$ cat config.mk
export PLATFORM = sky130hd
export DESIGN_NAME = eepl_page_loader
export DESIGN_NICKNAME = d
export VERILOG_FILES = /design/src/rtl/eepl_pkg.sv /design/src/rtl/eepl_strobe_sync.sv /design/src/rtl/eepl_page_buf.sv /design/src/rtl/eepl_ctrl.sv /design/src/rtl/eepl_page_loader.sv
export SDC_FILE = /design/constraint.sdc
export NUM_CORES = 2
export LEC_CHECK = 0
export ABC_AREA = 0
export CAP_MARGIN = 20
export CORE_UTILIZATION = 30
export CTS_BUF_LIST = sky130_fd_sc_hd__clkbuf_4 sky130_fd_sc_hd__clkbuf_8
export CTS_CLUSTER_DIAMETER = 60
export DETAILED_ROUTE_END_ITERATION = 6
export GPL_TIMING_DRIVEN = 1
export PLACE_DENSITY = 0.51
export SLEW_MARGIN = 20
export SYNTH_ARGS = -nofsm -noshare
export SYNTH_HDL_FRONTEND = slang
export SYNTH_HIERARCHICAL = 1
export SYNTH_SLANG_ARGS = --single-unit
$ cat constraint.sdc
create_clock -name clk -period 3.62 [get_ports clk]
set_input_delay 0.543 -clock clk [delete_from_list [all_inputs] [get_ports clk]]
set_output_delay 0.543 -clock clk [all_outputs]
set_load 0.03 [all_outputs]
$ cat src/rtl/eepl_pkg.sv
package eepl_pkg;

    typedef enum logic [2:0] {
        ST_POR_WAIT = 3'd0,
        ST_IDLE     = 3'd1,
        ST_LOAD     = 3'd2,
        ST_PROG     = 3'd3,
        ST_COMMIT   = 3'd4
    } eepl_state_e;

endpackage

$ cat src/rtl/eepl_strobe_sync.sv
// Samples the host strobes and marks the start and end of a write overlap.
module eepl_strobe_sync #(
    parameter int ADDR_W = 17,
    parameter int DATA_W = 8
) (
    input  logic              clk,
    input  logic              rst_n,
    input  logic              ce_n,
    input  logic              we_n,
    input  logic              oe_n,
    input  logic [ADDR_W-1:0] addr,
    input  logic [DATA_W-1:0] din,
    output logic              byte_vld,
    output logic [ADDR_W-1:0] byte_addr,
    output logic [DATA_W-1:0] byte_data
);

    logic              wr_act;
    logic              wr_act_q;
    logic [ADDR_W-1:0] addr_lat;
    logic [DATA_W-1:0] din_q;

    // Overlap of both strobes, and not blocked by output enable.
    assign wr_act = ~ce_n & ~we_n & oe_n;

    always_ff @(posedge clk or negedge rst_n) begin
        if (!rst_n) begin
            wr_act_q <= 1'b0;
            addr_lat <= '0;
            din_q    <= '0;
        end else begin
            wr_act_q <= wr_act;
            din_q    <= din;
            // Later falling strobe: first cycle of the overlap.
            if (wr_act && !wr_act_q) begin
                addr_lat <= addr;
            end
        end
    end

    // Earlier rising strobe: data from the last cycle of the overlap.
    assign byte_vld  = wr_act_q & ~wr_act;
    assign byte_addr = addr_lat;
    assign byte_data = din_q;

endmodule

$ cat src/rtl/eepl_page_buf.sv
// Page buffer: one data register and one valid flag per slot.
module eepl_page_buf #(
    parameter int IDX_W  = 7,
    parameter int DATA_W = 8
) (
    input  logic              clk,
    input  logic              rst_n,
    input  logic              clr,
    input  logic              wr_en,
    input  logic [IDX_W-1:0]  wr_idx,
    input  logic [DATA_W-1:0] wr_data,
    input  logic [IDX_W-1:0]  rd_idx,
    output logic [DATA_W-1:0] rd_data,
    output logic              rd_vld
);

    localparam int SLOTS = 1 << IDX_W;

    logic [SLOTS*DATA_W-1:0] data_flat;
    logic [SLOTS-1:0]        vld_flat;

    for (genvar g = 0; g < SLOTS; g++) begin : g_slot
        logic [DATA_W-1:0] d_q;
        logic              v_q;
        logic              hit;

        assign hit = wr_en && (wr_idx == IDX_W'(g));

        always_ff @(posedge clk or negedge rst_n) begin
            if (!rst_n) begin
                d_q <= '0;
                v_q <= 1'b0;
            end else if (clr) begin
                v_q <= 1'b0;
            end else if (hit) begin
                d_q <= wr_data;
                v_q <= 1'b1;
            end
        end

        assign data_flat[g*DATA_W +: DATA_W] = d_q;
        assign vld_flat[g]                   = v_q;
    end

    assign rd_data = data_flat[rd_idx*DATA_W +: DATA_W];
    assign rd_vld  = vld_flat[rd_idx];

endmodule

$ cat src/rtl/eepl_ctrl.sv
// Load / program / commit sequencer.
module eepl_ctrl
    import eepl_pkg::*;
#(
    parameter int ADDR_W      = 17,
    parameter int IDX_W       = 7,
    parameter int GAP_CYCLES  = 7500,
    parameter int PROG_CYCLES = 250000,
    parameter int POR_CYCLES  = 250000
) (
    input  logic                    clk,
    input  logic                    rst_n,
    input  logic                    pwr_good,
    input  logic                    byte_vld,
    input  logic [ADDR_W-IDX_W-1:0] byte_page,
    input  logic                    slot_vld,
    output logic                    buf_wr,
    output logic                    buf_clr,
    output logic [IDX_W-1:0]        slot_idx,
    output logic [ADDR_W-IDX_W-1:0] page,
    output logic                    busy,
    output logic                    cell_we
);

    localparam int PAGE_W = ADDR_W - IDX_W;
    localparam int T_A    = (GAP_CYCLES > PROG_CYCLES) ? GAP_CYCLES : PROG_CYCLES;
    localparam int T_MAX  = (T_A > POR_CYCLES) ? T_A : POR_CYCLES;
    localparam int CNT_W  = $clog2(T_MAX + 1);

    localparam logic [CNT_W-1:0] GAP_LAST  = CNT_W'(GAP_CYCLES - 1);
    localparam logic [CNT_W-1:0] PROG_LAST = CNT_W'(PROG_CYCLES - 1);
    localparam logic [CNT_W-1:0] POR_LAST  = CNT_W'(POR_CYCLES - 1);
    localparam logic [IDX_W-1:0] IDX_LAST  = '1;

    eepl_state_e       state_q, state_nx;
    logic [CNT_W-1:0]  cnt_q, cnt_nx;
    logic [IDX_W-1:0]  idx_q, idx_nx;
    logic [PAGE_W-1:0] page_q, page_nx;
    logic              page_hit;

    assign page_hit = byte_vld && (byte_page == page_q);

    // State register.
    always_ff @(posedge clk or negedge rst_n) begin
        if (!rst_n) begin
            state_q <= ST_POR_WAIT;
            cnt_q   <= '0;
            idx_q   <= '0;
            page_q  <= '0;
        end else begin
            state_q <= state_nx;
            cnt_q   <= cnt_nx;
            idx_q   <= idx_nx;
            page_q  <= page_nx;
        end
    end

    // Next state.
    always_comb begin
        state_nx = state_q;
        cnt_nx   = cnt_q;
        idx_nx   = idx_q;
        page_nx  = page_q;
        if (!pwr_good) begin
            state_nx = ST_POR_WAIT;
            cnt_nx   = '0;
            idx_nx   = '0;
        end else begin
            unique case (state_q)
                ST_POR_WAIT: begin
                    if (cnt_q == POR_LAST) begin
                        state_nx = ST_IDLE;
                        cnt_nx   = '0;
                    end else begin
                        cnt_nx = cnt_q + CNT_W'(1);
                    end
                end
                ST_IDLE: begin
                    if (byte_vld) begin
                        state_nx = ST_LOAD;
                        page_nx  = byte_page;
                        cnt_nx   = '0;
                    end
                end
                ST_LOAD: begin
                    if (page_hit) begin
                        cnt_nx = '0;
                    end else if (cnt_q == GAP_LAST) begin
                        state_nx = ST_PROG;
                        cnt_nx   = '0;
                    end else begin
                        cnt_nx = cnt_q + CNT_W'(1);
                    end
                end
                ST_PROG: begin
                    if (cnt_q == PROG_LAST) begin
                        state_nx = ST_COMMIT;
                        cnt_nx   = '0;
                        idx_nx   = '0;
                    end else begin
                        cnt_nx = cnt_q + CNT_W'(1);
                    end
                end
                ST_COMMIT: begin
                    if (idx_q == IDX_LAST) begin
                        state_nx = ST_IDLE;
                        idx_nx   = '0;
                    end else begin
                        idx_nx = idx_q + IDX_W'(1);
                    end
                end
                default: begin
                    state_nx = ST_POR_WAIT;
                    cnt_nx   = '0;
                end
            endcase
        end
    end

    // Outputs.
    always_comb begin
        buf_wr  = 1'b0;
        buf_clr = 1'b0;
        busy    = 1'b0;
        cell_we = 1'b0;
        unique case (state_q)
            ST_POR_WAIT: buf_clr = 1'b1;
            ST_IDLE:     buf_wr  = pwr_good && byte_vld;
            ST_LOAD:     buf_wr  = pwr_good && page_hit;
            ST_PROG:     busy    = 1'b1;
            ST_COMMIT: begin
                busy    = 1'b1;
                cell_we = slot_vld;
                buf_clr = (idx_q == IDX_LAST);
            end
            default:     buf_clr = 1'b1;
        endcase
        if (!pwr_good) begin
            buf_clr = 1'b1;
        end
    end

    assign slot_idx = idx_q;
    assign page     = page_q;

endmodule

$ cat src/rtl/eepl_page_loader.sv
// Top: page write load controller.
module eepl_page_loader #(
    parameter int ADDR_W      = 17,
    parameter int DATA_W      = 8,
    parameter int IDX_W       = 7,
    parameter int GAP_CYCLES  = 7500,
    parameter int PROG_CYCLES = 250000,
    parameter int POR_CYCLES  = 250000
) (
    input  logic              clk,
    input  logic              rst_n,
    input  logic              pwr_good,
    input  logic              ce_n,
    input  logic              we_n,
    input  logic              oe_n,
    input  logic [ADDR_W-1:0] addr,
    input  logic [DATA_W-1:0] din,
    output logic              busy,
    output logic              cell_we,
    output logic [ADDR_W-1:0] cell_addr,
    output logic [DATA_W-1:0] cell_data
);

    localparam int PAGE_W = ADDR_W - IDX_W;

    logic              byte_vld;
    logic [ADDR_W-1:0] byte_addr;
    logic [DATA_W-1:0] byte_data;
    logic              buf_wr;
    logic              buf_clr;
    logic [IDX_W-1:0]  slot_idx;
    logic [PAGE_W-1:0] page;
    logic              slot_vld;
    logic [DATA_W-1:0] slot_data;

    eepl_strobe_sync #(
        .ADDR_W (ADDR_W),
        .DATA_W (DATA_W)
    ) u_strobe (
        .clk       (clk),
        .rst_n     (rst_n),
        .ce_n      (ce_n),
        .we_n      (we_n),
        .oe_n      (oe_n),
        .addr      (addr),
        .din       (din),
        .byte_vld  (byte_vld),
        .byte_addr (byte_addr),
        .byte_data (byte_data)
    );

    eepl_page_buf #(
        .IDX_W  (IDX_W),
        .DATA_W (DATA_W)
    ) u_buf (
        .clk     (clk),
        .rst_n   (rst_n),
        .clr     (buf_clr),
        .wr_en   (buf_wr),
        .wr_idx  (byte_addr[IDX_W-1:0]),
        .wr_data (byte_data),
        .rd_idx  (slot_idx),
        .rd_data (slot_data),
        .rd_vld  (slot_vld)
    );

    eepl_ctrl #(
        .ADDR_W      (ADDR_W),
        .IDX_W       (IDX_W),
        .GAP_CYCLES  (GAP_CYCLES),
        .PROG_CYCLES (PROG_CYCLES),
        .POR_CYCLES  (POR_CYCLES)
    ) u_ctrl (
        .clk       (clk),
        .rst_n     (rst_n),
        .pwr_good  (pwr_good),
        .byte_vld  (byte_vld),
        .byte_page (byte_addr[ADDR_W-1:IDX_W]),
        .slot_vld  (slot_vld),
        .buf_wr    (buf_wr),
        .buf_clr   (buf_clr),
        .slot_idx  (slot_idx),
        .page      (page),
        .busy      (busy),
        .cell_we   (cell_we)
    );

    assign cell_addr = {page, slot_idx};
    assign cell_data = slot_data;

endmodule

==> results <==
- A synthesized cell averages around 16 sq um.
- In the routed layout, each cell is associated on average with a via count of 5.04.
- The reported net switching power is 7.44 mW.
- The count of TritonRoute iterations in the first routing pass is 5.
- For this run, the leading register cell type out of synthesis is dfrtp_1.
- The run finished, with violations left.
- The wire-length estimate of the detail-placed layout is 102,000 um.
- The area growth from synthesis to layout is 21.7%.
- The share of the clock period used by the worst path is 130%.
- Between clock sinks in the finished design, the worst skew comes to about 52 ps.
- The worst register-to-register path begins at u_ctrl/slot_idx[0].
- In this run, distinct cell masters in the synthesized netlist total between 50 and 60.
- The final number of setup-violating endpoints is 9.
- Setup repair after global routing could not meet its margin everywhere.
- The total number of placement rows is between 150 and 200.
- The most repeated library cell on the critical path is mux4_2.
- The DRC violation count after routing is 0.
- The dominant delay contributor by cell family on the critical path is multiplexers.
- The width of the chip is between 400 and 500 um.
- The cell sitting at the root of the clock tree is a clkbuf_8.
- The top achievable clock speed is 213 MHz.
- The endpoint identified for the worst register-to-register timing path is u_buf/g_slot[98].d_q[2].
- The power per cell area is approximately 440 mW/mm^2.
- The clock network is responsible for roughly 45% of the overall power.
- The internal power of the cells totals 22.2 mW.
- The core utilization of the finished layout is about 37%.
- The post-synthesis cell area is 0.0548 sq mm.
- Counting every instance in the synthesized netlist gives ~3,400.
- Across the run, the number of max-cap violations was 0.
- For this run, the slowest stage of the critical path takes 640 ps.
- The count of clock tree sinks is around 1,200.
- The count of input and output buffers is 57.
- The slowest library cell on the worst path is mux4_2.
- After synthesis, the most frequently instantiated cells are dfrtp_1 (1,216), mux2_2 (1,037), mux4_2 (378).
- The number of global-route vias before repair is around 34,000.
- The analysis attributes to cell leakage a power of 31.5 nW.
- The worst setup path is launched from a flop.
- The total power consumption of the routed design is 29.6 mW.
- The endpoint arrival time on the critical path is between 4000 and 5000 ps.
- The minimum period implied by the final worst setup slack is roughly 4700 ps.
- TritonCTS created ~210 clock buffers.
- The clock transition at the registers of the reported paths is ~60 ps.
- Of all nets on the critical path, the largest fanout is 11.
- The count of pins over their slew limit came to 0.
- The class of the tightest hold or removal check is input pin to flop.
- Adding up every negative setup slack in the final design gives -9320 ps.
- The path type of the worst setup path is flop to output pin.
- The aggregate global routing overflow is 0.
- The floorplan step defined a die boundary enclosing roughly 0.18 sq mm.
- Summed over all layers, the routed wires come to between 150,000 and 200,000 um.
- The sort of element at the end of the critical path is an output pin.
- Global routing used approximately 17% of the available tracks across all layers.
- The via count of the routed design is 32,094.
- Pin placement for this block handled a little under 60 I/O pins.
- The first global-routing pass estimated 240,000 um of wire.
- The net count of the finished layout is around 3,900.
- The global placer's final weighted congestion is approximately 0.78.
- The switching share of power is 25.1%.
- The post-detailed-placement cell area is roughly 0.061 sq mm.
- The number of enable-type register cells in the synthesized netlist is 0.
- The synthesized netlist net count is 3,472.
- The H-tree generated during clock tree synthesis spans 4 levels.
- The setup check on the worst reg-to-reg path leaves a slack of between 100 and 150 ps.
- Counting cells, the worst reg-to-reg path comes to 16.
- The checks that failed: setup timing.
- The largest net degree at the start of global routing is 98.
- The number of antenna violations at the first check in global routing is 10.
- The critical path crosses 8 cells after its start point.
- The detailed router finished its first iteration with about 2,300 violations.
- The worst max-slew margin expressed relative to the limit is between 20% and 30%.
- At the later pin of the worst-skew pair, clock insertion delay measures roughly 940 ps.
- The synthesized design contains 1,216 register bits.
- After synthesis, flip-flops and latches occupy roughly 55% of the total area.
- Combinational logic is responsible for approximately 7.2% of the overall power.
- Ranked by total cell area, the synthesized netlist is headed by dfrtp_1 (55%), mux2_2 (21%), mux4_2 (16%).
- The CTS tree is done.
- After floorplanning, the core was sized to cover between 0.15 and 0.2 sq mm.
- The worst setup path startpoint is u_ctrl/slot_idx[0].
- The synthesized design devotes to its leading area cell type 55.5% of total area.
- Following the worst setup path forward leads to its endpoint at cell_data[2].
- The fraction of final layout cells sized beyond drive strength 1 is a little under three fifths.
- The sequential share of power is between 40% and 50%.
- The die outline height is ~430 um.
- During synthesis, Yosys emitted a total of 6 warnings.
- The initial utilization of the core area, before any placement, comes to between 30% and 40%.
- The fraction of registers with async set/reset is 100%.
- At the pin with the least slew margin, the transition time is 1100 ps.
- The number of routed nets with antenna violations is 0.
- In the final routed layout, each cell accounts on average for approximately 25 um.
- With fillers left out, the area of the finished cells amounts to roughly 0.067 sq mm.
- The dominant cell by count in the synthesized netlist is dfrtp_1.
- The count of buffer and inverter cells on the critical path is 4.
- For the worst setup path, the data required time is between 3000 and 4000 ps.
- The largest area contributor in the netlist is dfrtp_1.
- In the post-route analysis, the smallest setup slack over all paths is -1070 ps.
- The number of hold-slack violations in the final timing report is 0.
- The peak supply drop is about 340 uV.
- The critical path goes through buf_4 > buf_16 > buf_12 > mux4_2 > mux4_2 > mux4_2 > mux2_4 > buf_4.
- The worst-case clock buffer depth is 3.
## routing by layer
| metal | track usage (%) | up-vias | wire length [um] |
|---|---|---|---|
| li1 | - | 13687 | - |
| met1 | 24.3 | 17592 | 73100 |
| met2 | 27.8 | 593 | 75700 |
| met3 | 3.04 | 222 | 5980 |
| met4 | 4.81 | 0 | 3840 |
| met5 | 0 | - | 0 |
## power by group through the flow
| stage | Clock (mW) | Sequential (mW) | Combinational (mW) |
|---|---|---|---|
| after CTS | 13.9 | 14.1 | 2.13 |
| after global placement | 0 | 14.3 | 2.03 |
| after detailed placement | 0 | 14.3 | 2.04 |
| final | 13.4 | 14.0 | 2.14 |
| after floorplan | 0 | 14.2 | 1.03 |
| after global routing | 14.4 | 14.1 | 2.30 |
## placed cells by master (no fill, tap or decap), types with 6 or more instances in the layout
master	netlist	routed
inv_1	60	59
clkdlybuf4s50_1	0	47
nor3_2	5	9
mux2_2	1037	1028
nand3_1	12	11
o21ai_0	67	67
diode_2	0	6
nor2b_1	7	6
nand2_1	87	81
a21oi_1	7	6
dfrtp_4	0	12
dfrtp_1	1216	1203
buf_16	0	11
clkinv_2	0	21
nor2_1	96	93
mux2_4	0	9
dlygate4sd3_1	0	9
buf_4	13	238
clkbuf_4	0	65
nand2b_1	11	11
or3_1	10	8
nor3_1	13	8
xnor2_1	14	14
buf_6	3	14
buf_12	0	116
mux4_2	378	378
mux2_1	24	24
and2_1	10	9
a21o_1	75	75
clkbuf_8	0	268
## through the flow
stage          hold slack [ps]  cells  setup slack, ps
2_1_floorplan              247   3439             22.0
3_3_place_gp               456   5966             -234
3_5_place_dp               464   5966             -234
4_1_cts                    104   6358            -1210
5_1_grt                    159   6370            -1170
6_report                   238   6374            -1070
## what timing repair did
| item | in CTS | in global routing |
|---|---|---|
| hold endpoints to repair | 71 | 0 |
| buffers inserted | 10 | 8 |
| pin swaps | 0 | 3 |
| gates cloned | 5 | 2 |
| hold buffers | 9 | 0 |
| endpoints found under the setup margin | 17 | 679 |
| gates resized for setup | 42 | 19 |
## worst register-to-register path, stage by stage, from the launching register on
cell and delay, ps:
dfrtp_4 520, buf_4 170, buf_16 160, clkbuf_16 210, buf_4 150, ha_2 210, nand3_2 90, nor2_2 50
a21oi_2 200, nor2_4 80, buf_4 160, buf_4 200, nor3_1 340, buf_4 260, nand2_1 70, buf_4 200
mux2_2 290
## flip-flops by register name, indices dropped and copies added, names as in the netlist
name and cells:
u_strobe/byte_addr 17, u_buf/g_slot.d_q 1024, u_strobe/wr_act_q 1, u_ctrl/cnt_q 18
u_ctrl/slot_idx 7, u_buf/g_slot.v_q 128, u_ctrl/page 10, u_strobe/byte_data 8
u_ctrl/state_q 3
## cell families (layout without fill, tap and decap cells)
group,after synthesis,after routing,synth area share [%]
xor gates and xnor gates,17,17,0.272
AOI/OAI and AO/OA,168,168,1.97
adders and majority gates,2,2,0.0456
DFF,1216,1216,55.5
muxes,1441,1441,37.4
and+or+nand+nor,288,288,2.59
buffers and inverters,307,866,2.27
other,0,6,0
## worst min path at each step
stage | startpoint | endpoint | slack (ps) | depth (start not counted)
3_3_place_gp | u_buf/g_slot[38].v_q | u_buf/g_slot[38].v_q | 460 | 1
3_5_place_dp | u_buf/g_slot[38].v_q | u_buf/g_slot[38].v_q | 460 | 1
5_1_grt | addr[14] | u_strobe/byte_addr[14] | 160 | 2
4_1_cts | addr[9] | u_strobe/byte_addr[9] | 100 | 2
6_report | addr[9] | u_strobe/byte_addr[9] | 240 | 2
2_1_floorplan | rst_n | u_buf/g_slot[0].d_q[0] | 250 | 0
## layout make-up
cell class / instances / area, sq um
Fill cell: 17101 / 114000
Sequential cell: 1216 / 30500
Multi-Input combinational cell: 1916 / 23300
Timing Repair Buffer: 438 / 5210
Clock buffer: 333 / 4180
Tap cell: 2370 / 2970
Clock inverter: 35 / 345
Inverter: 60 / 226
Antenna cell: 6 / 15.0
Power figures use the tool's default switching activity.
